**config.mk**
```make
export PLATFORM = sky130hd
export DESIGN_NAME = iack_cascade_seq
export DESIGN_NICKNAME = d
export VERILOG_FILES = /design/src/rtl/iack_pkg.sv /design/src/rtl/iack_phase_ctrl.sv /design/src/rtl/iack_cascade_port.sv /design/src/rtl/iack_vector_out.sv /design/src/rtl/iack_cascade_seq.sv
export SDC_FILE = /design/constraint.sdc
export NUM_CORES = 1
export LEC_CHECK = 0
export BUFFER_PORTS_ARGS = -buffer_cell sky130_fd_sc_hd__buf_2
export CAP_MARGIN = 20
export CORE_MARGIN = 2
export CORE_UTILIZATION = 38
export CTS_CLUSTER_DIAMETER = 60
export DETAILED_ROUTE_END_ITERATION = 16
export PLACE_DENSITY = 0.68
export SLEW_MARGIN = 10
export SYNTH_ARGS = -nofsm -noshare
export SYNTH_HDL_FRONTEND = slang
export SYNTH_SLANG_ARGS = --single-unit
```
**constraint.sdc**
```tcl
create_clock -name clk -period 1.4 [get_ports clk]
set_input_delay 0 -clock clk [delete_from_list [all_inputs] [get_ports clk]]
set_output_delay 0 -clock clk [all_outputs]
set_load 0.01 [all_outputs]
```
**src/rtl/iack_pkg.sv**
```systemverilog
package iack_pkg;

    localparam int DEF_LVL_W = 3;
    localparam int DEF_VEC_W = 8;

    typedef enum logic [1:0] {
        PH_IDLE  = 2'd0,
        PH_WAIT2 = 2'd1,
        PH_DRIVE = 2'd2
    } iack_phase_e;

    function automatic logic pick_master(input logic buffered,
                                         input logic cfg_master,
                                         input logic sel_pin);
        return buffered ? cfg_master : sel_pin;
    endfunction

endpackage

```
**src/rtl/iack_phase_ctrl.sv**
```systemverilog
module iack_phase_ctrl
    import iack_pkg::*;
(
    input  logic        clk,
    input  logic        rst,
    input  logic        ack_stb,
    output iack_phase_e phase,
    output logic        first_hit,
    output logic        second_hit
);

    iack_phase_e phase_q;

    always_comb begin
        first_hit  = ack_stb && (phase_q == PH_IDLE);
        second_hit = ack_stb && (phase_q == PH_WAIT2);
    end

    always_ff @(posedge clk) begin
        if (rst) begin
            phase_q <= PH_IDLE;
        end else begin
            unique case (phase_q)
                PH_IDLE:  if (first_hit)  phase_q <= PH_WAIT2;
                PH_WAIT2: if (second_hit) phase_q <= PH_DRIVE;
                PH_DRIVE: phase_q <= PH_IDLE;
                default:  phase_q <= PH_IDLE;
            endcase
        end
    end

    assign phase = phase_q;

    AST_DRIVE_LASTS_ONE: assert property (@(posedge clk) disable iff (rst)
        (phase_q == PH_DRIVE) |=> (phase_q == PH_IDLE));

    AST_DRIVE_NEEDS_STROBE: assert property (@(posedge clk) disable iff (rst)
        $rose(phase_q == PH_DRIVE) |-> $past(ack_stb));

endmodule

```
**src/rtl/iack_cascade_port.sv**
```systemverilog
module iack_cascade_port
    import iack_pkg::*;
#(
    parameter int LVL_W   = DEF_LVL_W,
    localparam int NUM_LVL = 1 << LVL_W
) (
    input  logic               clk,
    input  logic               rst,
    input  logic               first_hit,
    input  iack_phase_e        phase,
    input  logic               role_master,
    input  logic [LVL_W-1:0]   grant_level,
    input  logic [NUM_LVL-1:0] slave_map,
    output logic [LVL_W-1:0]   lat_level,
    output logic               lat_master,
    output logic               lat_cascaded,
    output logic [LVL_W-1:0]   cas_out,
    output logic               cas_oe
);

    logic has_slave;

    always_comb begin
        has_slave = slave_map[grant_level];
    end

    always_ff @(posedge clk) begin
        if (rst) begin
            lat_level    <= '0;
            lat_master   <= 1'b0;
            lat_cascaded <= 1'b0;
            cas_out      <= '0;
            cas_oe       <= 1'b0;
        end else if (first_hit) begin
            lat_level    <= grant_level;
            lat_master   <= role_master;
            lat_cascaded <= role_master && has_slave;
            if (role_master && has_slave) begin
                cas_out <= grant_level;
                cas_oe  <= 1'b1;
            end
        end else if (phase == PH_DRIVE) begin
            cas_out <= '0;
            cas_oe  <= 1'b0;
        end
    end

    AST_CAS_HELD: assert property (@(posedge clk) disable iff (rst)
        (cas_oe && $past(cas_oe)) |-> $stable(cas_out));

    AST_CAS_QUIET_ZERO: assert property (@(posedge clk) disable iff (rst)
        !cas_oe |-> (cas_out == '0));

endmodule

```
**src/rtl/iack_vector_out.sv**
```systemverilog
module iack_vector_out
    import iack_pkg::*;
#(
    parameter int LVL_W = DEF_LVL_W,
    parameter int VEC_W = DEF_VEC_W,
    localparam int BASE_W = VEC_W - LVL_W
) (
    input  logic             clk,
    input  logic             rst,
    input  logic             second_hit,
    input  logic             lat_master,
    input  logic             lat_cascaded,
    input  logic [LVL_W-1:0] lat_level,
    input  logic [LVL_W-1:0] cas_in,
    input  logic [LVL_W-1:0] own_id,
    input  logic [VEC_W-1:0] vec_base,
    input  logic             buffered,
    output logic [VEC_W-1:0] data_out,
    output logic             data_oe,
    output logic             buf_en
);

    logic supply;
    logic [BASE_W-1:0] base_hi;

    always_comb begin
        base_hi = vec_base[VEC_W-1:LVL_W];
        if (lat_master) supply = !lat_cascaded;
        else            supply = (cas_in == own_id);
    end

    always_ff @(posedge clk) begin
        if (rst) begin
            data_out <= '0;
            data_oe  <= 1'b0;
            buf_en   <= 1'b0;
        end else if (second_hit && supply) begin
            data_out <= {base_hi, lat_level};
            data_oe  <= 1'b1;
            buf_en   <= buffered;
        end else begin
            data_out <= '0;
            data_oe  <= 1'b0;
            buf_en   <= 1'b0;
        end
    end

    AST_DATA_ONE_CYCLE: assert property (@(posedge clk) disable iff (rst)
        data_oe |=> !data_oe);

    AST_BUF_EN_TRACK: assert property (@(posedge clk) disable iff (rst)
        buf_en |-> data_oe);

    AST_DATA_QUIET_ZERO: assert property (@(posedge clk) disable iff (rst)
        !data_oe |-> (data_out == '0));

endmodule

```
**src/rtl/iack_cascade_seq.sv**
```systemverilog
module iack_cascade_seq
    import iack_pkg::*;
#(
    parameter int LVL_W = DEF_LVL_W,
    parameter int VEC_W = DEF_VEC_W,
    localparam int NUM_LVL = 1 << LVL_W
) (
    input  logic               clk,
    input  logic               rst,
    input  logic               ack_stb,
    input  logic [LVL_W-1:0]   grant_level,
    input  logic [NUM_LVL-1:0] slave_map,
    input  logic [VEC_W-1:0]   vec_base,
    input  logic [LVL_W-1:0]   own_id,
    input  logic               buffered,
    input  logic               cfg_master,
    input  logic               sel_pin_in,
    input  logic [LVL_W-1:0]   cas_in,
    output logic [LVL_W-1:0]   cas_out,
    output logic               cas_oe,
    output logic [VEC_W-1:0]   data_out,
    output logic               data_oe,
    output logic               buf_en
);

    iack_phase_e      phase;
    logic             first_hit;
    logic             second_hit;
    logic             role_master;
    logic [LVL_W-1:0] lat_level;
    logic             lat_master;
    logic             lat_cascaded;

    always_comb begin
        role_master = pick_master(buffered, cfg_master, sel_pin_in);
    end

    iack_phase_ctrl u_phase (
        .clk        (clk),
        .rst        (rst),
        .ack_stb    (ack_stb),
        .phase      (phase),
        .first_hit  (first_hit),
        .second_hit (second_hit)
    );

    iack_cascade_port #(.LVL_W(LVL_W)) u_cas (
        .clk          (clk),
        .rst          (rst),
        .first_hit    (first_hit),
        .phase        (phase),
        .role_master  (role_master),
        .grant_level  (grant_level),
        .slave_map    (slave_map),
        .lat_level    (lat_level),
        .lat_master   (lat_master),
        .lat_cascaded (lat_cascaded),
        .cas_out      (cas_out),
        .cas_oe       (cas_oe)
    );

    iack_vector_out #(.LVL_W(LVL_W), .VEC_W(VEC_W)) u_vec (
        .clk          (clk),
        .rst          (rst),
        .second_hit   (second_hit),
        .lat_master   (lat_master),
        .lat_cascaded (lat_cascaded),
        .lat_level    (lat_level),
        .cas_in       (cas_in),
        .own_id       (own_id),
        .vec_base     (vec_base),
        .buffered     (buffered),
        .data_out     (data_out),
        .data_oe      (data_oe),
        .buf_en       (buf_en)
    );

    AST_NO_CAS_WITH_DATA: assert property (@(posedge clk) disable iff (rst)
        !(cas_oe && data_oe));

    AST_DATA_NEEDS_ACK: assert property (@(posedge clk) disable iff (rst)
        $rose(data_oe) |-> $past(ack_stb));

    AST_SLAVE_NO_CAS: assert property (@(posedge clk) disable iff (rst)
        $rose(cas_oe) |-> $past(role_master));

endmodule

```
# Word-level counts from Yosys, hierarchy flattened
# Index checks and enable logic that the tools add are counted.
totals:
  out_inout_bits: 14
  register_bits: 21
  word_cells: 41
  in_bits: 31
op_classes:
  bitwise_logic: 1
  muxes: 14
  magnitude_cmp: 1
  n_reduce_logical: 10
  n_eq_ne: 6
ops:
  columns: ["operator", "n"]
  rows:
  - ["two-way mux 3 bit", 3]
  - ["two-way mux 1 bit", 7]
  - ["logical AND 1 bit", 4]
  - ["< comparator 3 x 4 -> 1 bit, second input constant", 1]
  - ["two-way mux 2 bit", 2]
  - ["inequality test 2 x 1 -> 1 bit, second input constant", 2]
  - ["case mux 2 bit (2 select lines)", 1]
  - ["AND reduction 2 bit", 2]
  - ["binary-select mux 1 bit (select 3 bit)", 1]
  - ["== test 3 bit", 1]
  - ["== test 2 x 1 -> 1 bit, second input constant", 1]
  - ["== test 2 bit, second input constant", 1]
  - ["zero test 2 bit", 1]
  - ["inequality test 2 bit, second input constant", 1]
  - ["nonzero test 2 bit", 1]
  - ["OR reduction 2 bit", 1]
  - ["zero test 1 bit", 1]
  - ["inverter 1 bit", 1]

# Longest topological paths before layout
# Gate-level depths: netlist of run 1.
depth:
  word_depth: 5
  depth_mapped: 5
  ltp_nobuf: 4

# Hierarchy
# From an unflattened synthesis of run 1, not the netlist that was laid out.
unflattened:
  cells_unflattened: 87
  hier_area_um2: 865.8
by_module_without_submodules:
  columns: ["module", "instances", "area_per_inst_um2", "cells_each", "seq_area_each_um2"]
  rows:
  - ["iack_cascade_port", 1, 424.2, 42, 180.2]
  - ["iack_vector_out", 1, 341.6, 37, 200.2]
  - ["iack_phase_ctrl", 1, 85.1, 7, 40.0]
  - ["iack_cascade_seq", 1, 15.0, 1, 0.0]

# Least setup slack after synthesis of run 1
# No wires, ideal clock.
synth_timing:
  path_kind: "register to register"
  start: "register u_phase.phase_q[0], in the netlist u_phase.phase[0]"
  end: "register u_cas.cas_out[2]"
  synth_period_minus_slack_ps: 1432
  path_slack_ps: -32
  setup_ps: 118
  arrival_time_ps: 1315
  t_required_ps: 1282
  path_buffers: 1
  stages_incl_launch_ff: 6
  cell_sequence: "dfxtp_1 -> or3b_1 -> buf_6 -> nor2_8 -> o21ai_0 -> a32o_2"
synth_between:
  elab_chain_len: 4
  elab_cells_between_ends: 7
  cone_classes: "eq/ne: 2; mux: 1; reduce/logical: 4"
synth_lines:
  columns: ["element", "line", "source"]
  rows:
  - ["start: declaration", "iack_phase_ctrl.sv:12", "iack_phase_e phase_q;"]
  - ["start signal: assignment", "iack_phase_ctrl.sv:21", "phase_q <= PH_IDLE;"]
  - ["start signal: assignment", "iack_phase_ctrl.sv:24", "PH_IDLE: if (first_hit) phase_q <= PH_WAIT2;"]
  - ["start signal: assignment", "iack_phase_ctrl.sv:25", "PH_WAIT2: if (second_hit) phase_q <= PH_DRIVE;"]
  - ["zero test 2 bit", "iack_phase_ctrl.sv:15", "first_hit = ack_stb && (phase_q == PH_IDLE);"]
  - ["logical AND 1 bit", "iack_phase_ctrl.sv:15", null]
  - ["inequality test 2 x 1 -> 1 bit (no source line) or nonzero test 2 bit (tied branches)", null, null]
  - ["AND reduction 2 bit (no source line)", null, null]
  - ["end signal: assignment", "iack_cascade_port.sv:39", "cas_out <= grant_level;"]
  - ["end: declaration", "iack_cascade_port.sv:17", "output logic [LVL_W-1:0] cas_out,"]
# Parallel ways exist; a longest one is shown, timed or not.
# A chain may end at the register's enable or synchronous reset.

# Worst setup path after layout of run 1
layout_timing:
  start: "input port grant_level[1]"
  end: "register u_cas.cas_out[1]"
layout_between:
  elab_chain_len: 5
  elab_cells_between_ends: 7
  cone_classes: "eq/ne: 1; mux: 4; reduce/logical: 2"
layout_lines:
  columns: ["element", "line", "source"]
  rows:
  - ["start: declaration", "iack_cascade_seq.sv:11", "input logic [LVL_W-1:0] grant_level,"]
  - ["binary-select mux 1 bit (select 3 bit)", "iack_cascade_port.sv:24", "has_slave = slave_map[grant_level];"]
  - ["two-way mux 1 bit (implied by the code)", "iack_cascade_port.sv:24", null]
  - ["logical AND 1 bit", "iack_cascade_port.sv:38", "if (role_master && has_slave) begin"]
  - ["inequality test 2 x 1 -> 1 bit (no source line)", null, null]
  - ["AND reduction 2 bit (no source line)", null, null]
# Parallel ways exist; a longest one is shown, timed or not. The select of a mux whose other input is x is not followed.

==> results of run 1 <==
[logic make-up (layout without fill, tap and decap cells)]
family / Yosys count / after routing / share of synthesized area [%]
flops: 21 / 21 / 50.1
mux: 6 / 6 / 10.7
simple gates: 35 / 35 / 25.7
buf+inv: 2 / 61 / 1.79
compound gates: 10 / 10 / 7.46
xor+xnor: 4 / 4 / 4.18
[cells in the mapped netlist]
cell type and number:
a21oi_1 6, o21ai_0 1, clkbuf_1 1, nor2_8 1, nor4_1 1, and2_1 9
nor3_1 2, nand2b_1 1, nand2_4 1, dfxtp_1 21, nand2_1 12, buf_6 1
o21a_1 1, mux2_4 1, mux4_2 2, nor2b_1 2, xnor2_1 1, nor2_1 2
nor4b_1 1, or3b_1 1, nor4b_2 1, a31o_2 1, nor3b_1 1, a32o_2 1
mux2i_1 3, xor2_1 3
[registers in the layout, indices dropped and copies added (netlist names), 2 cells and up]
register	count
u_vec.data_out	8
u_phase.phase	2
u_cas.lat_level	3
u_cas.cas_out	3
[power breakdown]
part           leakage, uW  internal [uW]  total, uW  switching [uW]
Clock            0.0000150            111        268             158
Sequential        0.000170            618        627            9.61
Combinational     0.000424            117        207            89.6
Total             0.000610            846       1100             257
[worst min-delay path, cell delays in order]
cell and delay, ns:
buf_2 0.13, nand2_1 0.06, mux2i_1 0.06
[worst paths after layout]
check | slack [ns] | depth (start not counted) | start | endpoint
setup / recovery | 0.04 | 6 | grant_level[1] | u_cas.cas_out[1]
hold / removal | 0.004 | 3 | grant_level[0] | u_cas.cas_out[0]
setup reg to reg | 0.07 | 5 | u_phase.phase[1] | u_cas.cas_out[2]
hold reg to reg | 0.46 | 2 | u_cas.lat_level[2] | u_cas.lat_level[2]
[cell type report]
cell class                 instances  area, um2  area share [%]
multi-input combinational         55        407            32.8
clock buffer                       4       26.3            2.12
sequential                        21        420            33.9
timing repair buffer              57        350            28.3
tap                               28       35.0            2.83
[stage by stage]
step,std cells,TNS (ns)
global placement,151,0
floorplan,78,0
finish,165,0
global route,165,-0.00251
detailed placement,151,0
CTS,165,0
[layer usage]
| layer | track usage [%] | share of wire [%] | wire (um) | up-vias |
|---|---|---|---|---|
| met5 | 0 | 0 | 0 | - |
| met4 | 4.05 | 0 | 0 | 0 |
| li1 | - | - | - | 387 |
| met2 | 28.6 | 50 | 913 | 38 |
| met1 | 16.6 | 42 | 780 | 336 |
| met3 | 3.51 | 8.1 | 149 | 0 |
[repair_timing]
item                                    4_1_cts  5_1_grt
hold buffers                                 10        0
endpoints found under the setup margin        0        3
endpoints found under the hold margin        12        0
resized for setup                             0        2
==> summary.md, run 1 <==
| Metric | Value |
|---|---|
| Status | completed |
| DR DRC count | 0 |
| Initial DRC count | 12 |
| Worst clock skew | around 0.0017 ns |
| Design Power | ~1100 uW |
| Mapped Cells | between 70 and 80 |
| Root Buffer | clkbuf_4 |
| Antenna violations before repair | 0 |
| Chip width | around 50 um |
| Largest net degree at the start of global routing | 12 |
| IO Port Bufs | between 40 and 50 |
| Commonest cells after routing, fill and taps aside | buf_2, dfxtp_1, nand2_1 |
| Post-CTS Setup Bufs | 0 |
| CP max stage cell | dlygate4sd3_1 |
| CTS Sinks | 21 |
| Die area | 2600 um2 |
| Boundary pin count | 45 |
| Area Growth Syn to Fin | 47.8% |
| Worst path buffer plus inverter count | 2 |
| Layout cells sized above 1 | roughly 44% |
| Worst Path Max Fanout | 4 |
| Worst slack at placement | approximately 0.042 ns |
| Max-slew headroom | between 70% and 80% |
| Hold Fails Final Rpt | 0 |
| Avg WL per Cell | around 11 um |
| CP arrival | between 1.5 and 2 ns |
| Die Ht | 51.0 um |
| Max-cap violations | 0 |
| GPL Wtd Cong | 0.723 |
| Worst-skew pair later-pin latency | 0.28 ns |
| Hold slack final | a little under 0.004 ns |
| Vias per cell | 4.61 |
| Vias | ~760 |
| Sequential-to-total area share from yosys stat | between 50% and 60% |
| Final Cycle Share | between 90% and 100% |
| Endpoint class of the critical path | register |
| Placeable Area | around 2100 um2 |
| Syn nets | between 100 and 150 |
| Post-Route Utilization | between 50% and 60% |
| Synth Cell Area | 838 um2 |
| Slew Limit Fails | 0 |
| Starting Density | 39.0% |
| Delay-heaviest family, CP | multiplexers |
| Synth area leaders | dfxtp_1, and2_1, mux4_2, nand2_1, a21oi_1 |
| Area share of the leading cell type in the synthesized netlist | between 50% and 60% |
| PwrDens | 890 nW/um2 |
| RSZ-0062 raised after global routing | yes |
| Std cell rows | 17 |
| Tightest Hold Check Type | in2reg |
| DR pass1 iterations | 4 |
| Leak | 0.000610 uW |
| Ant diodes | 0 |
| Tightest Pin Transition | 0.389 ns |
| Synth cell types | 26 |
| Fmax | around 740 MHz |
| Most common cell after layout, fill and taps aside | buf_2 |
| Post-Route WL | about 1800 um |
| First-pass GRT wire length | just under 3000 um |
| Htree depth | 1 |
| TritonCTS Buffers | 3 |
| VDD IR-drop max | 0.585 mV |
| Min cycle time layout | between 1 and 1.5 ns |
| CTS Buffer Depth | 2 |
| TritonCTS clock tree | built |
| WS Path Type | in2reg |
| Critical Path Start Type | primary input |
| Synth Area per Inst | roughly 11 um2 |
| Flops & latches, synth | 21 |
| Grt total ovfl | 0 |
| Yosys top cell by area | dfxtp_1 |
| Number of global-route vias before repair | between 700 and 800 |
| GRT Total Usage | around 15% |
| Cell Area, Placed | between 1000 and 1500 um2 |
| Crit-path cells | dlygate4sd3_1, buf_2, mux4_2, mux2_4, nand2_4, mux2i_1 |
| Max incr delay on CP | around 0.53 ns |
| Fillers | ~190 |
| Routed Antenna Nets | 0 |
| Final setup fails | 0 |
| Yosys warns | 0 |
| Clk slew on worst S/H paths | 0.10 ns |
| Worst setup margin | between 0.04 and 0.05 ns |
| Final Net Count | ~170 |
| Final instance area | 1240 um2 |
| Detailed Place HPWL | ~1400 um |
| CP required | between 1.5 and 2 ns |
(Power assumes the default switching activity.)
==> run 2: changes to the inputs <==
--- a/config.mk
+++ b/config.mk
@@ -12,6 +12,7 @@
 export CTS_CLUSTER_DIAMETER = 60
 export DETAILED_ROUTE_END_ITERATION = 16
 export PLACE_DENSITY = 0.68
+export RECOVER_POWER = 50
 export SLEW_MARGIN = 10
 export SYNTH_ARGS = -nofsm -noshare
 export SYNTH_HDL_FRONTEND = slang
==> run 2 against run 1 <==
Core utilization shrank 0.58 points. Register-to-register slack is essentially flat. Cell count is the same. Worst setup slack is essentially flat. Design area shrank 1.0%. Critical path type unchanged. Largest power group unchanged. Highest routed layer unchanged.
==> summary.md, run 2 (synthesis results as in run 1) <==
| Metric | Value |
|---|---|
| Delay-heaviest family, CP | multiplexers (unchanged) |
| Tightest Hold Check Type | in2reg (unchanged) |
| R2r setup slk | 0.07 ns (about the same) |
| Max incr delay on CP | 0.53 ns (about the same) |
| CTS Buffer Depth | 2 (unchanged) |
| TritonCTS clock tree | built (unchanged) |
| Post-Route WL | 1870 um (was 1840 um) |
| Initial DRC count | 12 (unchanged) |
| Final instance area | 1230 um2 (was 1240 um2) |
| Fmax | 737 MHz (was 736 MHz) |
| Chip width | 51.0 um (unchanged) |
| Boundary pin count | 45 (unchanged) |
| Placeable Area | 2150 um2 (unchanged) |
| Vias per cell | 4.61 (unchanged) |
| GRT Total Usage | 15.1% (unchanged) |
| Cell Area, Placed | 1110 um2 (unchanged) |
| Largest net degree at the start of global routing | 12 (unchanged) |
| Max-cap violations | 0 (unchanged) |
| Max-slew headroom | 74.0% (unchanged) |
| Leak | 0.000566 uW (was 0.000610 uW) |
| Root Buffer | clkbuf_4 (unchanged) |
| Die Ht | 51.0 um (unchanged) |
| Grt total ovfl | 0 (unchanged) |
| Ant diodes | 0 (unchanged) |
| Avg WL per Cell | 11.3 um (was 11.2 um) |
| RSZ-0062 raised after global routing | yes (unchanged) |
| Worst path buffer plus inverter count | 2 (unchanged) |
| Biggest regs | u_vec.data_out x8, u_cas.cas_out x3, u_cas.lat_level x3 (unchanged) |
| VDD IR-drop max | 0.586 mV (was 0.585 mV) |
| Worst Path Max Fanout | 4 (unchanged) |
| Area Growth Syn to Fin | 46.3% (was 47.8%) |
| Fillers | 200 (was 192) |
| First-pass GRT wire length | 2980 um (unchanged) |
| TritonCTS Buffers | 3 (unchanged) |
| GPL Wtd Cong | 0.723 (unchanged) |
| Hold Path Origin | grant_level[0] (unchanged) |
| Endpoint class of the critical path | register (unchanged) |
| Layout cells sized above 1 | 36.5% (was 43.8%) |
| Commonest cells after routing, fill and taps aside | buf_2, dfxtp_1, nand2_1 (unchanged) |
| Crit-path cells | dlygate4sd3_1, buf_2, mux4_2, mux2_4, nand2_4, mux2i_1 (unchanged) |
| Fin Setup TNS | 0 ns (unchanged) |
| Min cycle time layout | 1.36 ns (about the same) |
| Post-CTS Setup Bufs | 0 (unchanged) |
| Tightest Pin Transition | 0.389 ns (about the same) |
| CTS Sinks | 21 (unchanged) |
| CP max stage cell | dlygate4sd3_1 (unchanged) |
| CP arrival | 1.58 ns (about the same) |
| DR DRC count | 0 (unchanged) |
| CP required | 1.62 ns (about the same) |
| WS Path Type | in2reg (unchanged) |
| DR pass1 iterations | 4 (unchanged) |
| Vias | 761 (unchanged) |
| Critical Path Start Type | primary input (unchanged) |
| CP startpoint | grant_level[1] (unchanged) |
| Slew Limit Fails | 0 (unchanged) |
| Final Cycle Share | 97.0% (about the same) |
| Std cell rows | 17 (unchanged) |
| Antenna violations before repair | 0 (unchanged) |
| Detailed Place HPWL | 1410 um (unchanged) |
| Final Net Count | 169 (unchanged) |
| Top reg by flops | u_vec.data_out (unchanged) |
| Final setup fails | 0 (unchanged) |
| Die area | 2600 um2 (unchanged) |
| Number of global-route vias before repair | 743 (unchanged) |
| Starting Density | 39.0% (unchanged) |
| Most common cell after layout, fill and taps aside | buf_2 (unchanged) |
| Worst-skew pair later-pin latency | 0.28 ns (about the same) |
| Htree depth | 1 (unchanged) |
| IO Port Bufs | 41 (unchanged) |
| Max reg flops | 8 (unchanged) |
| Worst clock skew | 0.00173 ns (about the same) |
| Worst R2R Start | u_phase.phase[1] (unchanged) |
| Clk slew on worst S/H paths | 0.10 ns (about the same) |
| Status | completed (unchanged) |
| Hold Fails Final Rpt | 0 (unchanged) |
| PwrDens | 899 nW/um2 (was 890 nW/um2) |
| Routed Antenna Nets | 0 (unchanged) |
[run 2: cell count changes in the layout (fill, tap and decap cells not counted), sizes merged]
cell / delta
buf: -10
clkbuf: +10
[run 2: cell type report]
cell class	count	area, um2	area share (%)
multi-input cells	55	407	33.2
clock buffers	4	26.3	2.14
well taps	28	35.0	2.86
repair buffers	57	338	27.6
flip-flops and latches	21	420	34.3
[run 2: worst min-delay path, delay by kind of cell]
family	cells	cell delay, ns
buf+inv	1	0.13
mux	1	0.06
simple gates	1	0.06
[run 2: path summary, 6_finish.rpt]
| kind | depth (start not counted) | end |
|---|---|---|
| max reg2reg | 5 | u_cas.cas_out[2] |
| min reg2reg | 2 | u_cas.lat_level[2] |
| max | 6 | u_cas.cas_out[1] |
| min | 3 | u_cas.cas_out[0] |
[run 2: repair_timing]
item                                    CTS  global route
hold buffers                             10             0
resized for setup                         0             2
endpoints found under the hold margin    12             0
endpoints found under the setup margin    0             3
[run 2: metrics by stage]
step	util, %	power (uW)	instances	setup WS, ns	hold WS (ns)
final	57.1	1100	165	0.0423	0.00386
after global routing	57.1	1180	165	-0.00251	0.0140
after CTS	57.5	1120	165	0.0262	0.00164
after detailed placement	51.6	824	151	0.0417	0.205
after global placement	51.6	817	151	0.0691	0.206
after floorplan	-	743	78	0.000438	0.122
[run 2: power by group]
group	switching [uW]	total, uW	internal (uW)	leakage [uW]
Combinational	89.7	206	117	0.000380
Clock	158	268	111	0.0000150
Sequential	9.77	627	618	0.000170
Total	257	1100	845	0.000566
[run 2: metal layers]
metal  global-route usage (%)  vias to the layer above  part of all wire [%]
met2                     28.6                       38                    49
li1                         -                      387                     -
met4                     4.05                        0                     0
met3                     3.51                        0                   7.7
met1                     16.6                      336                    43
met5                        0                        -                     0
